**src/rtl/vrs_pkg.sv**
```systemverilog
package vrs_pkg;

    localparam int unsigned DEF_FRAME_HZ = 48000;
    localparam int unsigned DEF_MIN_HZ   = 4000;
    localparam int unsigned DEF_RATE_W   = 16;

    typedef struct packed {
        logic req_n;
        logic take;
    } slot_flags_t;

    function automatic logic [31:0] clamp_hz(input logic [31:0] v,
                                             input logic [31:0] lo,
                                             input logic [31:0] hi);
        if (v < lo)      return lo;
        else if (v > hi) return hi;
        else             return v;
    endfunction

endpackage

```
**src/rtl/vrs_rate_guard.sv**
```systemverilog
module vrs_rate_guard #(
    parameter int unsigned RATE_W = 16,
    parameter int unsigned MIN_HZ = 4000,
    parameter int unsigned MAX_HZ = 48000
) (
    input  logic              clk,
    input  logic              rst,
    input  logic              vra_en,
    input  logic [RATE_W-1:0] rate_in,
    output logic [RATE_W-1:0] rate_eff,
    output logic              restart
);
    import vrs_pkg::*;

    logic [RATE_W-1:0] last_rate;
    logic              last_vra;
    logic [31:0]       clamped;

    always_comb begin
        clamped  = clamp_hz(32'(rate_in), 32'(MIN_HZ), 32'(MAX_HZ));
        rate_eff = clamped[RATE_W-1:0];
        restart  = (rate_eff != last_rate) || (vra_en && !last_vra);
    end

    // Tracked during reset too, so stable inputs never cause a restart.
    always_ff @(posedge clk) begin
        last_rate <= rate_eff;
        last_vra  <= vra_en;
    end

    p_stable_no_restart_r6: assert property (@(posedge clk) disable iff (rst)
        ($stable(rate_in) && $stable(vra_en)) |-> !restart);

    p_in_range_r5: assert property (@(posedge clk) disable iff (rst)
        (32'(rate_eff) >= MIN_HZ) && (32'(rate_eff) <= MAX_HZ));

endmodule

```
**src/rtl/vrs_accum.sv**
```systemverilog
module vrs_accum #(
    parameter int unsigned FRAME_HZ = 48000,
    parameter int unsigned RATE_W   = 16,
    parameter int unsigned ACC_W    = 17
) (
    input  logic              clk,
    input  logic              rst,
    input  logic              tick,
    input  logic              vra_en,
    input  logic              restart,
    input  logic [RATE_W-1:0] rate_eff,
    output logic              hit
);
    localparam logic [ACC_W-1:0] LIMIT = ACC_W'(FRAME_HZ);

    logic [ACC_W-1:0] acc_q;
    logic [ACC_W-1:0] base;
    logic [ACC_W-1:0] sum;

    always_comb begin
        base = restart ? '0 : acc_q;
        sum  = base + ACC_W'(rate_eff);
        hit  = !vra_en || (sum >= LIMIT);
    end

    always_ff @(posedge clk) begin
        if (rst || !vra_en) begin
            acc_q <= '0;
        end else if (tick) begin
            acc_q <= (sum >= LIMIT) ? sum - LIMIT : sum;
        end else if (restart) begin
            acc_q <= '0;
        end
    end

    p_acc_bound_r2: assert property (@(posedge clk) disable iff (rst)
        acc_q < LIMIT);

    p_restart_clear_r6: assert property (@(posedge clk) disable iff (rst)
        (restart && !tick) |=> (acc_q == '0));

endmodule

```
**src/rtl/vrs_flags.sv**
```systemverilog
module vrs_flags (
    input  logic                 clk,
    input  logic                 rst,
    input  logic                 tick,
    input  logic                 hit,
    output vrs_pkg::slot_flags_t flags
);
    import vrs_pkg::*;

    always_ff @(posedge clk) begin
        if (rst) begin
            flags.req_n <= 1'b1;
            flags.take  <= 1'b0;
        end else if (tick) begin
            flags.take  <= !flags.req_n;
            flags.req_n <= !hit;
        end
    end

    p_hold_between_ticks_r7: assert property (@(posedge clk) disable iff (rst)
        !tick |=> $stable(flags));

    p_take_after_request_r8: assert property (@(posedge clk) disable iff (rst)
        $rose(flags.take) |-> ($past(tick) && !$past(flags.req_n)));

endmodule

```
**src/rtl/vrate_slot_req.sv**
```systemverilog
module vrate_slot_req #(
    parameter int unsigned FRAME_HZ = vrs_pkg::DEF_FRAME_HZ,
    parameter int unsigned MIN_HZ   = vrs_pkg::DEF_MIN_HZ,
    parameter int unsigned RATE_W   = vrs_pkg::DEF_RATE_W
) (
    input  logic              clk,
    input  logic              rst,
    input  logic              frame_tick,
    input  logic              vra_en,
    input  logic [RATE_W-1:0] rate_hz,
    output logic              slot_req_n,
    output logic              dac_take
);
    import vrs_pkg::*;

    localparam int unsigned ACC_W = $clog2(2 * FRAME_HZ);

    logic [RATE_W-1:0] rate_eff;
    logic              restart;
    logic              hit;
    slot_flags_t       flags;

    vrs_rate_guard #(.RATE_W(RATE_W), .MIN_HZ(MIN_HZ), .MAX_HZ(FRAME_HZ)) u_guard (
        .clk(clk), .rst(rst), .vra_en(vra_en), .rate_in(rate_hz),
        .rate_eff(rate_eff), .restart(restart)
    );

    vrs_accum #(.FRAME_HZ(FRAME_HZ), .RATE_W(RATE_W), .ACC_W(ACC_W)) u_accum (
        .clk(clk), .rst(rst), .tick(frame_tick), .vra_en(vra_en),
        .restart(restart), .rate_eff(rate_eff), .hit(hit)
    );

    vrs_flags u_flags (
        .clk(clk), .rst(rst), .tick(frame_tick), .hit(hit), .flags(flags)
    );

    assign slot_req_n = flags.req_n;
    assign dac_take   = flags.take;

    p_fixed_rate_r1: assert property (@(posedge clk) disable iff (rst)
        (frame_tick && !vra_en) |=> !slot_req_n);

    p_reset_state_r7: assert property (@(posedge clk)
        rst |=> (slot_req_n && !dac_take));

endmodule

```
**config.mk**
```make
export PLATFORM = sky130hd
export DESIGN_NAME = vrate_slot_req
export DESIGN_NICKNAME = d
export VERILOG_FILES = /design/src/rtl/vrs_pkg.sv /design/src/rtl/vrs_rate_guard.sv /design/src/rtl/vrs_accum.sv /design/src/rtl/vrs_flags.sv /design/src/rtl/vrate_slot_req.sv
export SDC_FILE = /design/constraint.sdc
export NUM_CORES = 1
export LEC_CHECK = 0
export CAP_MARGIN = 5
export CORE_MARGIN = 2
export CORE_UTILIZATION = 30
export CTS_CLUSTER_DIAMETER = 80
export CTS_CLUSTER_SIZE = 14
export DETAILED_ROUTE_END_ITERATION = 10
export PLACE_DENSITY = 0.45
export SYNTH_ARGS = -nofsm -noshare
export SYNTH_HDL_FRONTEND = slang
export SYNTH_SLANG_ARGS = --single-unit
export TNS_END_PERCENT = 10
```
**constraint.sdc**
```tcl
create_clock -name clk -period 9.1 [get_ports clk]
set_clock_uncertainty 0.15 [all_clocks]
set_input_delay 1.365 -clock clk [delete_from_list [all_inputs] [get_ports clk]]
set_output_delay 1.365 -clock clk [all_outputs]
set_load 0.02 [all_outputs]
```
==> results of run 1 <==
## worst max-delay path, stage by stage
cell,delay [ns]
clkdlybuf4s50_1,0.53
nor4_4,0.58
a21boi_4,0.46
a211oi_4,0.13
mux2i_1,0.14
a32o_1,0.24
or4_1,0.53
nor3_2,0.43
and2_1,0.20
ha_1,0.28
a21o_1,0.20
a221oi_1,0.53
o211a_1,0.27
or2_1,0.12
xor2_1,0.12
nor3_1,0.60
o211ai_1,0.31
nand3_1,0.26
nand2_1,0.09
a311oi_1,0.34
## routing by layer
layer | global-route usage, % | routed length [um] | vias up | part of all wire (%)
met5 | 0 | 0 | - | 0
met4 | 5.06 | 169 | 0 | 1.9
met3 | 2.42 | 346 | 15 | 3.9
met2 | 28.8 | 3990 | 69 | 45
met1 | 22.7 | 4270 | 1349 | 49
li1 | - | - | 1406 | -
## power by group through the flow
stage                     sequential, mW  combinational (mW)  clock, mW
after floorplan                    0.174              0.0632          0
after global placement             0.176              0.0970          0
after detailed placement           0.175              0.0956          0
after CTS                          0.172              0.0965      0.150
after global routing               0.173               0.107      0.157
final                              0.172              0.0964      0.144
## logic make-up (layout without fill, tap and decap cells)
| logic type | after synthesis | after routing | synth area share (%) |
|---|---|---|---|
| AO/OA/AOI/OAI | 106 | 106 | 25.9 |
| XOR/XNOR | 24 | 24 | 7.09 |
| adder cells (fa/ha/maj) | 18 | 18 | 7.85 |
| buffers and inverters | 28 | 49 | 3.88 |
| flip-flops | 36 | 36 | 24.3 |
| multiplexers | 5 | 5 | 1.73 |
| AND/OR/NAND/NOR | 152 | 152 | 29.2 |
## per-stage QoR
| stage | hold WS, ns | cell area [sq um] |
|---|---|---|
| 2_1_floorplan | 0.282 | 2960 |
| 3_3_place_gp | 0.303 | 3310 |
| 3_5_place_dp | 0.302 | 3310 |
| 4_1_cts | 0.316 | 3420 |
| 5_1_grt | 0.334 | 3420 |
| 6_report | 0.312 | 3420 |
## sequential cells by signal (all words and copies together) (netlist names)
signal,count
u_accum.acc_q,17
u_guard.last_rate,16
u_flags.flags,2
u_guard.last_vra,1
## final cells by class
| class | instances | area share (%) |
|---|---|---|
| multi-input combinational | 305 | 62.2 |
| timing repair buffer | 24 | 6.80 |
| tap | 133 | 4.86 |
| clock inverter | 3 | 1.24 |
| sequential | 36 | 21.1 |
| clock buffer | 5 | 2.01 |
| inverter | 17 | 1.86 |
## cells in the mapped netlist, types with 5 or more instances
cell type,instances
dfxtp_1,36
inv_1,17
nand2_1,29
ha_1,17
nor4_1,6
nor3_1,14
a211oi_1,5
nor2_1,21
or3_1,5
and2_1,23
a21oi_1,24
clkbuf_1,6
o21ai_0,6
xnor2_1,12
a31oi_1,10
xor2_1,12
nand2b_1,8
nand3_1,18
a21o_1,11
## how the worst max path moves through the flow
stage                      from                      endpoint  slack, ns  cells after the start
CTS                 rate_hz[15]  u_accum.acc_q[14]$_SDFF_PP0_       1.38                     20
global route        rate_hz[12]  u_accum.acc_q[14]$_SDFF_PP0_       0.78                     20
finish              rate_hz[12]  u_accum.acc_q[14]$_SDFF_PP0_       1.37                     20
floorplan           rate_hz[10]  u_accum.acc_q[16]$_SDFF_PP0_       2.26                     21
global placement    rate_hz[10]  u_accum.acc_q[14]$_SDFF_PP0_       1.10                     20
detailed placement  rate_hz[15]  u_accum.acc_q[14]$_SDFF_PP0_       1.09                     20
==> flow_summary.ini, run 1 <==
[power_and_ir_drop]
netSwitchingFraction_pct = 30.4
p_sw_uw = 125
intPower_uw = 287
power_uw = 412
pwr_density_cell_nw_per_um2 = 120
clock_power_share_pct = 34.9
power_frac_seq_pct = 41.7
p_comb_share_pct = 23.4
p_leak_nw = 1.34
vdd_drop_max_v = 0.0000687

[layout]
drive_gt1_share_pct = 7.44
area_delta_synth_final_pct = 15.5
mostFrequentLayoutCell = dfxtp_1
seq_area_sq_um = 721
final_util_pct = 35.3
nets = 427
mostFrequentLayoutCells = dfxtp_1, nand2_1, a21oi_1, and2_1
n_fill_cell = 1014
num_antenna_cells = 0
multi_input_area_sq_um = 2130
stdcell_count = 523

[floorplan]
rows = 36
dieHeight_um = 103
core_sq_um = 9680
die-area_sq_um = 10700
die-width_um = 103
floorplan.initialDensity_pct = 30.6
pin_count = 22

[logic_synthesis]
synth_area_per_cell_sq_um = 8.03
synth-seq-cells = 36
async_flop_share_pct = 0
yosysTopAreaCell = dfxtp_1
synthFlopType = dfxtp_1
synth_nets = 407
seq_area_frac_synth_pct = 24.3
syn_area_sq_um = 2960
syn_inst = 369
synth.yosys.warnings = 0
synth.top_cell.area_share_pct = 24.3
synth_enable_flop_cells = 0
synth_cell_type_count = 74
ys_top_cells_by_area = dfxtp_1, ha_1, and2_1

[clocking]
insertion_delay_ns = 0.30
post_cts_buffers = 0
cts.sinks = 36
cts_hold_buf = 0
numCtsBuffers = 5
cts_resized = 0
cts_tree = built
cts.clk_slew.worst_paths_ns = 0.08
htree_levels = 2
cts_root_buf = clkbuf_8
clockBufferDepth = 2

[worst_setup_path]
critPathRequiredTime_ns = 9.13
crit_path_end_kind = flip-flop
rr_startpoint = u_guard.last_rate[8]$_DFF_P_
cp_max_fo = 12
path_class = input port to flip-flop
rrSetupSlack_ns = 3.27
timing.rr.end = u_accum.acc_q[14]$_SDFF_PP0_
reg2regPathDepth = 18
cp-start-kind = input port
cp_data_arrival_time_ns = 7.76

[job]
cap_viol_max_count = 0

[drt]
dr.pass1.iters = 5
drc = 0
drtIter0Drc = 133
vias = 2839
wl_per_cell_um = 16.8
finalWirelength_um = 8780
vias_per_cell = 5.43
ant_nets = 0

[sta]
slew_headroom_pct = 54.1
tightest_slew_ns = 0.682
fmax_mhz = 129
min_period_ns = 7.73
rsz0062_at_grt = false
setup_viol = 0
period_share_pct = 84.9
slew_viol_final = 0
setup_slack_ns = 1.37
finalHoldViolCount = 0
fin_tns_setup_ns = 0

[place]
gp_congestion = 0.918
place_hpwl_um = 6940
dp_slack_ns = 1.09
place_inst = 515
portBuffers = 21

[outcome]
status = finished clean

[global_routing]
grt_max_degree = 22
grt_pass1_wl_um = 14100
grt_overflow = 0
track_usage_pct = 17.1
grt_pass1_vias = 2751
antenna_found_initial = 0

[worst_hold_path]
hp-start = u_accum.acc_q[7]$_SDFF_PP0_
holdPathEnd = u_accum.acc_q[7]$_SDFF_PP0_
hold_class = flip-flop to flip-flop
hold-path-cell-count = 2
(Power assumes the default switching activity.)
==> run 2: changes to the inputs <==
--- a/config.mk
+++ b/config.mk
@@ -11,7 +11,7 @@
 export CTS_CLUSTER_DIAMETER = 80
 export CTS_CLUSTER_SIZE = 14
 export DETAILED_ROUTE_END_ITERATION = 10
-export PLACE_DENSITY = 0.45
+export PLACE_DENSITY = 0.47
 export SYNTH_ARGS = -nofsm -noshare
 export SYNTH_HDL_FRONTEND = slang
 export SYNTH_SLANG_ARGS = --single-unit
==> constraint.sdc (replaced) <==
create_clock -name clk -period 7.1 [get_ports clk]
set_clock_uncertainty 0.15 [all_clocks]
set_input_delay 1.065 -clock clk [delete_from_list [all_inputs] [get_ports clk]]
set_output_delay 1.065 -clock clk [all_outputs]
set_load 0.02 [all_outputs]
==> flow_summary.ini, run 2 (synthesis gave the netlist of run 1 again) <==
[outcome]
status = finished clean

[worst_setup_path]
rrSetupSlack_ns = 1.71
cp_max_fo = 9
crit_start = rate_hz[8]
crit_path_end = u_accum.acc_q[9]$_SDFF_PP0_
cp_data_arrival_time_ns = 6.79
critPathRequiredTime_ns = 7.16
path_class = input port to flip-flop
rr_startpoint = u_guard.last_rate[8]$_DFF_P_
reg2regPathDepth = 21
timing.rr.end = u_accum.acc_q[9]$_SDFF_PP0_
crit_path_end_kind = flip-flop
cp-start-kind = input port

[clocking]
cts_tree = built
cts.sinks = 36
cts_root_buf = clkbuf_8
cts_hold_buf = 0
cts.clk_slew.worst_paths_ns = 0.08
htree_levels = 2
post_cts_buffers = 0
clockBufferDepth = 2
insertion_delay_ns = 0.29
numCtsBuffers = 5

[floorplan]
die-width_um = 103
core_sq_um = 9680
floorplan.initialDensity_pct = 30.6
rows = 36
pin_count = 22
die-area_sq_um = 10700
dieHeight_um = 103

[layout]
mostFrequentLayoutCell = dfxtp_1
drive_gt1_share_pct = 13.5
biggestRegsByFlops = u_accum.acc_q (17), u_guard.last_rate (16), u_flags.flags (2)
area_delta_synth_final_pct = 22.3
final_util_pct = 37.4
largest_reg_flops = 17
num_antenna_cells = 0
mostFrequentLayoutCells = dfxtp_1, nand2_1, buf_4, a21oi_1, and2_1
top_register = u_accum.acc_q
nets = 452

[drt]
dr.pass1.iters = 4
finalWirelength_um = 8990
vias = 2892
vias_per_cell = 5.28
drc = 0
wl_per_cell_um = 16.4
drtIter0Drc = 120
ant_nets = 0

[global_routing]
grt_max_degree = 22
track_usage_pct = 17.8
grt_pass1_vias = 2861
grt_overflow = 0
antenna_found_initial = 0
grt_pass1_wl_um = 14800

[sta]
finalHoldViolCount = 0
slew_viol_final = 0
fin_tns_setup_ns = 0
setup_viol = 0
tightest_slew_ns = 0.662
rsz0062_at_grt = false
min_period_ns = 6.74
slew_headroom_pct = 55.5
period_share_pct = 94.9
fmax_mhz = 148

[power_and_ir_drop]
p_leak_nw = 1.47
pwr_density_cell_nw_per_um2 = 149
vdd_drop_max_v = 0.0000735

[place]
gp_congestion = 0.866
place_hpwl_um = 7250
portBuffers = 21

[job]
cap_viol_max_count = 0

[worst_hold_path]
hold_class = flip-flop to flip-flop
-- run 2: cell types whose count changed in the layout (fill, tap and decap cells not counted), sizes merged --
cell  delta
buf     +25
-- run 2: repair_timing --
action	in CTS	in global routing
endpoints found under the hold margin	0	0
resized for setup	0	2
endpoints found under the setup margin	0	3
-- run 2: final cells by class --
class                      instances  area (sq um)
timing repair buffer              49           420
sequential                        36           721
inverter                          17          63.8
clock buffer                       5          68.8
multi-input combinational        305          2140
tap                              133           166
clock inverter                     3          42.5
fill                            1018          6060
-- run 2: routing by layer --
layer	part of all wire [%]	GRT usage, %
met5	0	0
met4	1.3	4.05
met3	4.0	2.82
met2	44	28.5
met1	50	25.3
-- run 2: through the flow --
step	std cells	setup WS (ns)	power [mW]	hold WS, ns	cell area, sq um
3_5_place_dp	540	0.00154	0.357	0.300	3500
3_3_place_gp	540	0.0196	0.359	0.307	3500
6_report	548	0.363	0.541	0.322	3620
5_1_grt	548	0.0236	0.569	0.345	3620
2_1_floorplan	369	0.562	0.305	0.282	2960
4_1_cts	548	0.245	0.548	0.314	3610
-- run 2: worst max-delay path, stage by stage --
cell and delay [ns]:
clkdlybuf4s50_1 0.56, and4_2 0.26, and3_4 0.22, a21oi_2 0.07, or4b_1 0.47, a32o_1 0.30, or4_1 0.54, nor3_2 0.20
buf_4 0.17, buf_4 0.17, and2_1 0.16, ha_1 0.31, a21o_1 0.23, a2bb2oi_1 0.21, o211a_1 0.23, o31a_1 0.26
o21a_1 0.31, o32ai_1 0.16, a41oi_2 0.24, buf_4 0.16, a31oi_1 0.10, xnor2_1 0.16, a211oi_1 0.25
-- run 2: power breakdown --
| group | leakage, nW | total, mW | internal [mW] | switching (mW) |
|---|---|---|---|---|
| logic | 1.12 | 0.134 | 0.0592 | 0.0748 |
| registers | 0.298 | 0.220 | 0.213 | 0.00768 |
| clock network | 0.0541 | 0.187 | 0.104 | 0.0826 |
-- run 2: how the worst min path moves through the flow --
stage | start | to | cells past startpoint | slack, ns
finish | u_accum.acc_q[7]$_SDFF_PP0_ | u_accum.acc_q[7]$_SDFF_PP0_ | 2 | 0.32
floorplan | u_accum.acc_q[7]$_SDFF_PP0_ | u_accum.acc_q[7]$_SDFF_PP0_ | 2 | 0.28
CTS | u_accum.acc_q[7]$_SDFF_PP0_ | u_accum.acc_q[7]$_SDFF_PP0_ | 2 | 0.31
detailed placement | u_accum.acc_q[7]$_SDFF_PP0_ | u_accum.acc_q[7]$_SDFF_PP0_ | 2 | 0.30
global route | u_accum.acc_q[7]$_SDFF_PP0_ | u_accum.acc_q[7]$_SDFF_PP0_ | 2 | 0.34
global placement | u_accum.acc_q[7]$_SDFF_PP0_ | u_accum.acc_q[7]$_SDFF_PP0_ | 2 | 0.31
==> run 3: changes to the inputs <==
--- a/config.mk
+++ b/config.mk
@@ -5,13 +5,15 @@
 export SDC_FILE = /design/constraint.sdc
 export NUM_CORES = 1
 export LEC_CHECK = 0
-export CAP_MARGIN = 5
+export CAP_MARGIN = 10
+export CELL_PAD_IN_SITES_DETAIL_PLACEMENT = 1
+export CELL_PAD_IN_SITES_GLOBAL_PLACEMENT = 2
 export CORE_MARGIN = 2
 export CORE_UTILIZATION = 30
 export CTS_CLUSTER_DIAMETER = 80
 export CTS_CLUSTER_SIZE = 14
 export DETAILED_ROUTE_END_ITERATION = 10
-export PLACE_DENSITY = 0.47
+export PLACE_DENSITY = 0.71
 export SYNTH_ARGS = -nofsm -noshare
 export SYNTH_HDL_FRONTEND = slang
 export SYNTH_SLANG_ARGS = --single-unit
==> flow_summary.ini, run 3 (synthesis gave the netlist of run 1 again) <==
[outcome]
status = finished clean

[sta]
fmax_mhz = 149
tightest_slew_ns = 0.856
finalHoldViolCount = 0
rsz0062_at_grt = false
fin_tns_setup_ns = 0
slew_viol_final = 0
period_share_pct = 94.4
setup_slack_ns = 0.397
setup_viol = 0
slew_headroom_pct = 42.8
min_period_ns = 6.70

[layout]
final_util_pct = 37.4
nets = 454
area_delta_synth_final_pct = 22.3
drive_gt1_share_pct = 13.9
num_antenna_cells = 0
mostFrequentLayoutCell = dfxtp_1
top_register = u_accum.acc_q
stdcell_count = 549
biggestRegsByFlops = u_accum.acc_q (17), u_guard.last_rate (16), u_flags.flags (2)
largest_reg_flops = 17
mostFrequentLayoutCells = dfxtp_1, buf_4, nand2_1, a21oi_1, and2_1
n_fill_cell = 1194

[clocking]
cts_root_buf = clkbuf_8
cts.clk_slew.worst_paths_ns = 0.08
cts_hold_buf = 0
htree_levels = 2
cts_tree = built
numCtsBuffers = 5
clockBufferDepth = 2
cts.sinks = 36
insertion_delay_ns = 0.30

[worst_setup_path]
rr_startpoint = u_guard.last_rate[8]$_DFF_P_
path_cells = clkdlybuf4s50_1 > buf_4 > nor4_4 > a21boi_4 > a211oi_4 > mux2i_1 > a32o_1 > or4_1 > nor3_4 > buf_4 > and2_1 > ha_1 > a21oi_1 > o221ai_1 > a21oi_1 > o21a_1 > o21a_1 > nor2_1 > buf_4 > a311oi_1 > a211o_1 > a221oi_1 > a21o_1
crit_start = rate_hz[12]
critPathMaxStageDelay_ns = 0.57
crit_path_end_kind = flip-flop
cp-start-kind = input port
cp_data_arrival_time_ns = 6.74
path_class = input port to flip-flop
crit_top_cell = buf_4
crit_path_top_delay_cell = or4_1
cp_max_fo = 9
critPathRequiredTime_ns = 7.14

[floorplan]
floorplan.initialDensity_pct = 30.6
core_sq_um = 9680
die-area_sq_um = 10700
rows = 36
pin_count = 22
die-width_um = 103
dieHeight_um = 103

[place]
dp_slack_ns = -0.161
gp_congestion = 0.806
place_inst = 541
portBuffers = 21
place_hpwl_um = 7950

[drt]
dr.pass1.iters = 4
wl_per_cell_um = 18.0
ant_nets = 0
finalWirelength_um = 9910
drtIter0Drc = 77
drc = 0
vias_per_cell = 5.35
vias = 2939

[worst_hold_path]
hold_class = flip-flop to flip-flop
hp-start = u_accum.acc_q[7]$_SDFF_PP0_

[global_routing]
track_usage_pct = 19.2
grt_pass1_wl_um = 15600
grt_max_degree = 22
antenna_found_initial = 0
grt_pass1_vias = 3022
grt_overflow = 0

[power_and_ir_drop]
vdd_drop_max_v = 0.0000532
p_leak_nw = 1.48
pwr_density_cell_nw_per_um2 = 139

[job]
cap_viol_max_count = 0
[run 3: timing repair]
action	CTS	global route
hold endpoints to repair	0	0
setup buffers	0	1
endpoints found under the setup margin	0	10
gates resized for setup	0	5
[run 3: critical path, delay by kind of cell]
| family | cells | cell delay, ns |
|---|---|---|
| AO/OA/AOI/OAI | 12 | 2.77 |
| AND/OR/NAND/NOR | 5 | 1.42 |
| buffers and inverters | 4 | 1.05 |
| adder cells (fa/ha/maj) | 1 | 0.30 |
| multiplexers | 1 | 0.13 |
[run 3: layout make-up]
| cell class | count | area [sq um] | share of cell area, % |
|---|---|---|---|
| clock buffers | 6 | 72.6 | 2.00 |
| clock inverters | 1 | 5.00 | 0.138 |
| inverters | 17 | 63.8 | 1.76 |
| multi-input cells | 305 | 2160 | 59.6 |
| flip-flops and latches | 36 | 721 | 19.9 |
| well taps | 133 | 166 | 4.59 |
| repair buffers | 51 | 435 | 12.0 |
[run 3: per-layer routing]
metal | wire, um | track usage (%)
met5 | 0 | 0
met4 | 107 | 4.86
met3 | 292 | 2.62
met2 | 4690 | 33.2
met1 | 4810 | 25.2
[run 3: metrics by stage]
stage	power, mW	instance area (sq um)	hold slack, ns
3_5_place_dp	0.361	3510	0.313
6_report	0.504	3620	0.322
5_1_grt	0.535	3620	0.345
4_1_cts	0.510	3580	0.323
2_1_floorplan	0.305	2960	0.282
3_3_place_gp	0.359	3510	0.303
[run 3: power by group]
part	total (mW)	switching, mW	internal, mW
registers	0.221	0.00777	0.213
clock network	0.144	0.0774	0.0668
logic	0.139	0.0781	0.0606
[run 3: path summary, 6_finish.rpt]
check	endpoint	cells after the start	slack, ns
max	u_accum.acc_q[12]$_SDFF_PP0_	23	0.40
min reg2reg	u_accum.acc_q[7]$_SDFF_PP0_	2	0.32
min	u_accum.acc_q[7]$_SDFF_PP0_	2	0.32
max reg2reg	u_accum.acc_q[12]$_SDFF_PP0_	20	1.72
